## src/rtl/dline_cal.sv

```systemverilog
module dline_cal #(
  parameter int UNIT_W     = 7,
  parameter int SEL_W      = 4,
  parameter int LEN_W      = 12,
  parameter int TAPS       = 11,
  parameter int CLK_MHZ    = 100,
  parameter int TIMEOUT_US = 1000,
  localparam int MW        = $clog2(LEN_W)
) (
  input  logic              clk,
  input  logic              rst,
  input  logic              start,
  input  logic [LEN_W-1:0]  line_len,
  input  logic              line_valid,
  output logic [UNIT_W-1:0] line_unit,
  output logic [SEL_W-1:0]  line_sel,
  output logic              line_en,
  output logic              line_smp,
  output logic [UNIT_W-1:0] unit_out,
  output logic [MW-1:0]     max_phase,
  output logic              done,
  output logic              err
);
  localparam int CAL_SEL = TAPS + 1;
  localparam int TMO     = CLK_MHZ * TIMEOUT_US;
  localparam int TW      = $clog2(TMO + 1);
  localparam logic [UNIT_W-1:0] UNIT_MAX = '1;

  typedef enum logic [1:0] {S_IDLE, S_APPLY, S_WAIT, S_NEXT} st_t;
  st_t st;

  logic [UNIT_W-1:0] unit;
  logic [TW-1:0]     tmr;
  logic [MW-1:0]     msb;
  logic              len_ok, timeout;

  assign len_ok  = (|line_len) && (32'(line_len) < (32'd1 << TAPS));
  assign timeout = (tmr == TW'(TMO - 1));

  always_comb begin
    msb = '0;
    for (int i = 0; i < LEN_W; i++)
      if (line_len[i]) msb = MW'(i);
  end

  assign line_unit = unit;
  assign line_en   = (st != S_IDLE);
  assign line_smp  = (st == S_WAIT);
  assign line_sel  = line_en ? SEL_W'(CAL_SEL) : '0;

  always_ff @(posedge clk) begin
    if (rst) begin
      st        <= S_IDLE;
      unit      <= '0;
      tmr       <= '0;
      unit_out  <= '0;
      max_phase <= '0;
      done      <= 1'b0;
      err       <= 1'b0;
    end else begin
      done <= 1'b0;
      err  <= 1'b0;
      case (st)
        S_IDLE: if (start) begin
          unit      <= '0;
          unit_out  <= '0;
          max_phase <= '0;
          st        <= S_APPLY;
        end
        S_APPLY: begin
          tmr <= '0;
          st  <= S_WAIT;
        end
        S_WAIT: begin
          if (line_valid && len_ok) begin
            unit_out  <= unit;
            max_phase <= msb;
            done      <= 1'b1;
            st        <= S_IDLE;
          end else if (line_valid || timeout) begin
            st <= S_NEXT;
          end else begin
            tmr <= tmr + 1'b1;
          end
        end
        default: begin
          if (unit == UNIT_MAX) begin
            err <= 1'b1;
            st  <= S_IDLE;
          end else begin
            unit <= unit + 1'b1;
            st   <= S_APPLY;
          end
        end
      endcase
    end
  end
endmodule

```

## config.mk

```make
export PLATFORM = sky130hd
export DESIGN_NAME = dline_cal
export DESIGN_NICKNAME = d
export VERILOG_FILES = /design/src/rtl/dline_cal.sv
export SDC_FILE = /design/constraint.sdc
export NUM_CORES = 1
export LEC_CHECK = 0
export BUFFER_PORTS_ARGS = -buffer_cell sky130_fd_sc_hd__buf_4
export CELL_PAD_IN_SITES_DETAIL_PLACEMENT = 1
export CELL_PAD_IN_SITES_GLOBAL_PLACEMENT = 1
export CORE_UTILIZATION = 35
export CTS_BUF_LIST = sky130_fd_sc_hd__clkbuf_8
export DETAILED_ROUTE_END_ITERATION = 16
export PLACE_DENSITY_LB_ADDON = 0.25
export REMOVE_ABC_BUFFERS = 1
export SLEW_MARGIN = 25
export SYNTH_ARGS = -nofsm -noshare
export SYNTH_HDL_FRONTEND = slang
export SYNTH_SLANG_ARGS = --single-unit
export TNS_END_PERCENT = 20
```

## constraint.sdc

```tcl
create_clock -name clk -period 3.2 [get_ports clk]
set_input_delay 0 -clock clk [delete_from_list [all_inputs] [get_ports clk]]
set_output_delay 0 -clock clk [all_outputs]
set_load 0.01 [all_outputs]
```

==> impl_metrics.ini <==
[timing]
fmaxAchievable_ghz = 0.396
rsz0062_at_grt = false
hold_viol = 0
min_period_ns = 2.53
hold_ws_ns = 0.0246
worst_pin_slew_ns = 0.554
setup_viol = 0
skew_ns = 0.0107
setup_ws_ns = 0.672
drv_slew = 0
tns_ns = 0
slew_headroom_pct = 63.0
fin_crit_sh_pct = 79.0

[cts]
htreeDepth = 2
clkTransAtPathRegs_ns = 0.08
cts_root_buffer = clkbuf_8
clock_path_buffers = 2
tritoncts = done
insertion_delay_ns = 0.29
clock_sinks = 39
postCtsHoldBufs = 0
cts_setup_buffers = 0
cts_resized = 0
cts_buffers = 5

[yosys]
synthCells = 237
synth.avg_cell_area_um2 = 8.42
synth_top_area_share_pct = 39.1
ys_types = 47
yosys-top-cells-area = dfxtp_1, nor2_1, xor2_1
ys_warn_count = 0
synthArstFlopShare_pct = 0
synth_edf_count = 0
yosys_most_used_dff = dfxtp_1
synth_area_leader_cell = dfxtp_1
synth-seq-cells = 39
ys_seq_area_share_pct = 39.1
synthesis.area_mm2 = 0.00200

[detailed_routing]
vias_per_cell = 5.26
drt_drc_violations_left = 0
vias = 1821
routed_wl_mm = 5.23
wl_per_cell_um = 15.1
firstDrtPassIters = 4
drt_iter0_drc = 77
ant_nets = 0

[worst_setup_path]
reg2reg_from = st[0]$_SDFFE_PP0P_
arrival_ns = 2.74
critPathLaunchType = register
critical_path_class = register to register
worstReg2RegEnd = max_phase[3]$_SDFFE_PP0P_
path_cells = inv_1 -> ha_1 -> clkinv_1 -> a21oi_2 -> o21ai_2 -> or3_1 -> a21oi_1
critPathSlowestCell = ha_1
crit_start = st[0]$_SDFFE_PP0P_
max_stage_delay_ns = 0.45
required_ns = 3.42
crit_fanout = 13
cp_num_buf_inv = 2
critPathTopFamily = compound AO/OA/AOI/OAI gates
endpoint_kind = register
r2r_slack_ns = 0.67
r2r_cells = 7

[placed_design]
pre_cts_ws_ns = 0.748
place_area_mm2 = 0.00232
numPortBuffers = 39
hpwl_mm = 3.80
place.gp.congestion = 0.800

[layout]
drive_above_1_share_pct = 20.8
area_growth_syn_to_layout_pct = 22.3
fin_util_pct = 44.3
most-common-layout-cells = nor2_1, dfxtp_1, buf_4, nand2_1, xor2_1
regArea_um2 = 781
multi_input_area_mm2 = 0.00113
nets = 295
fill_cells = 693
post-route-cell-area_mm2 = 0.00244
diodes = 0

[die]
rows = 27
dieWidth_um = 77.5
start_util_pct = 36.2
num_io_pins = 42
die_height_um = 77.5
dieArea_mm2 = 0.00601
core_region_area_mm2 = 0.00551

[min_path]
hold_depth = 3
hold-path-endpoint = max_phase[1]$_SDFFE_PP0P_
hold_class = primary input to register
hp-start = line_len[10]

[global_routing]
grt_antenna_before_repair = 0
track_usage_pct = 18.7
grt_max_degree = 20
grt_pass1_vias = 1872
use_met3_pct = 4.35
top_usage_layer = met2
grt_pass1_wl_mm = 8.91
use_met2_pct = 29.9
grt_overflow_total = 0
grtUsageMet1_pct = 24.9

[power]
power_density_mw_per_mm2 = 641
p_leak_nw = 0.919
vdd_drop_max_mv = 0.276

[outcome]
status = finished, final reports clean

[run]
drv_cap = 0
==> state kept, by name, indices dropped and copies added, names as in the netlist <==
name and cells:
st 2, unit_out 7, done 1, line_unit 7
err 1, max_phase 4, tmr 17
==> layout make-up <==
class                           count  area share, %
Multi-Input combinational cell    180           46.3
Inverter                            8           1.23
Tap cell                           72           3.69
Timing Repair Buffer               39           12.0
Clock inverter                      2           1.44
Sequential cell                    39           32.0
Clock buffer                        6           3.38
==> cell usage after synthesis (2+ instances only) <==
cell type / number
nand2_1: 22
ha_1: 6
inv_1: 7
nand4_1: 10
nand2b_1: 4
xor2_1: 12
mux2_2: 2
dfxtp_1: 39
nor2_1: 39
nor3_1: 10
xnor2_1: 8
and3_1: 3
nand3_1: 7
nor4bb_1: 2
o211ai_1: 4
nor4b_1: 2
a22oi_1: 5
a21oi_1: 11
clkbuf_1: 6
nor2b_1: 2
nor4_1: 6
buf_4: 5
==> metal layers <==
metal	vias to the layer above	routed length (um)
li1	902	-
met1	875	2650
met2	42	2330
met3	2	217
met4	0	31
met5	-	0
==> per-stage QoR <==
stage / std cells / total power, mW
final: 346 / 1.56
after CTS: 346 / 1.58
after global routing: 346 / 1.66
after detailed placement: 338 / 1.13
after floorplan: 227 / 0.928
after global placement: 338 / 1.12
==> cell families after synthesis <==
group,Yosys count,synth area share (%)
other cells,1,0.188
fa+ha+maj,6,3.76
flops,39,39.1
xor+xnor,20,8.78
buf+inv,19,4.51
simple gates,114,28.5
mux,2,1.13
compound gates,36,14.0
==> where the power goes <==
| part | total [mW] | switching, mW | leakage [nW] | internal [mW] |
|---|---|---|---|---|
| clock network | 0.430 | 0.177 | 0.0612 | 0.253 |
| logic | 0.578 | 0.377 | 0.543 | 0.201 |
| registers | 0.555 | 0.0405 | 0.315 | 0.515 |
| total | 1.56 | 0.595 | 0.919 | 0.968 |
==> worst min-delay path, delay by kind of cell <==
kind	cells	cell delay [ns]
AOI/OAI and AO/OA	2	0.18
buffers and inverters	1	0.10
==> how the worst max path moves through the flow <==
stage,endpoint,cells past startpoint
after global placement,max_phase[3]$_SDFFE_PP0P_,7
final,max_phase[3]$_SDFFE_PP0P_,7
after CTS,max_phase[3]$_SDFFE_PP0P_,7
after global routing,max_phase[3]$_SDFFE_PP0P_,7
after detailed placement,max_phase[3]$_SDFFE_PP0P_,7
after floorplan,max_phase[3]$_SDFFE_PP0P_,7
(Power assumes the default switching activity.)
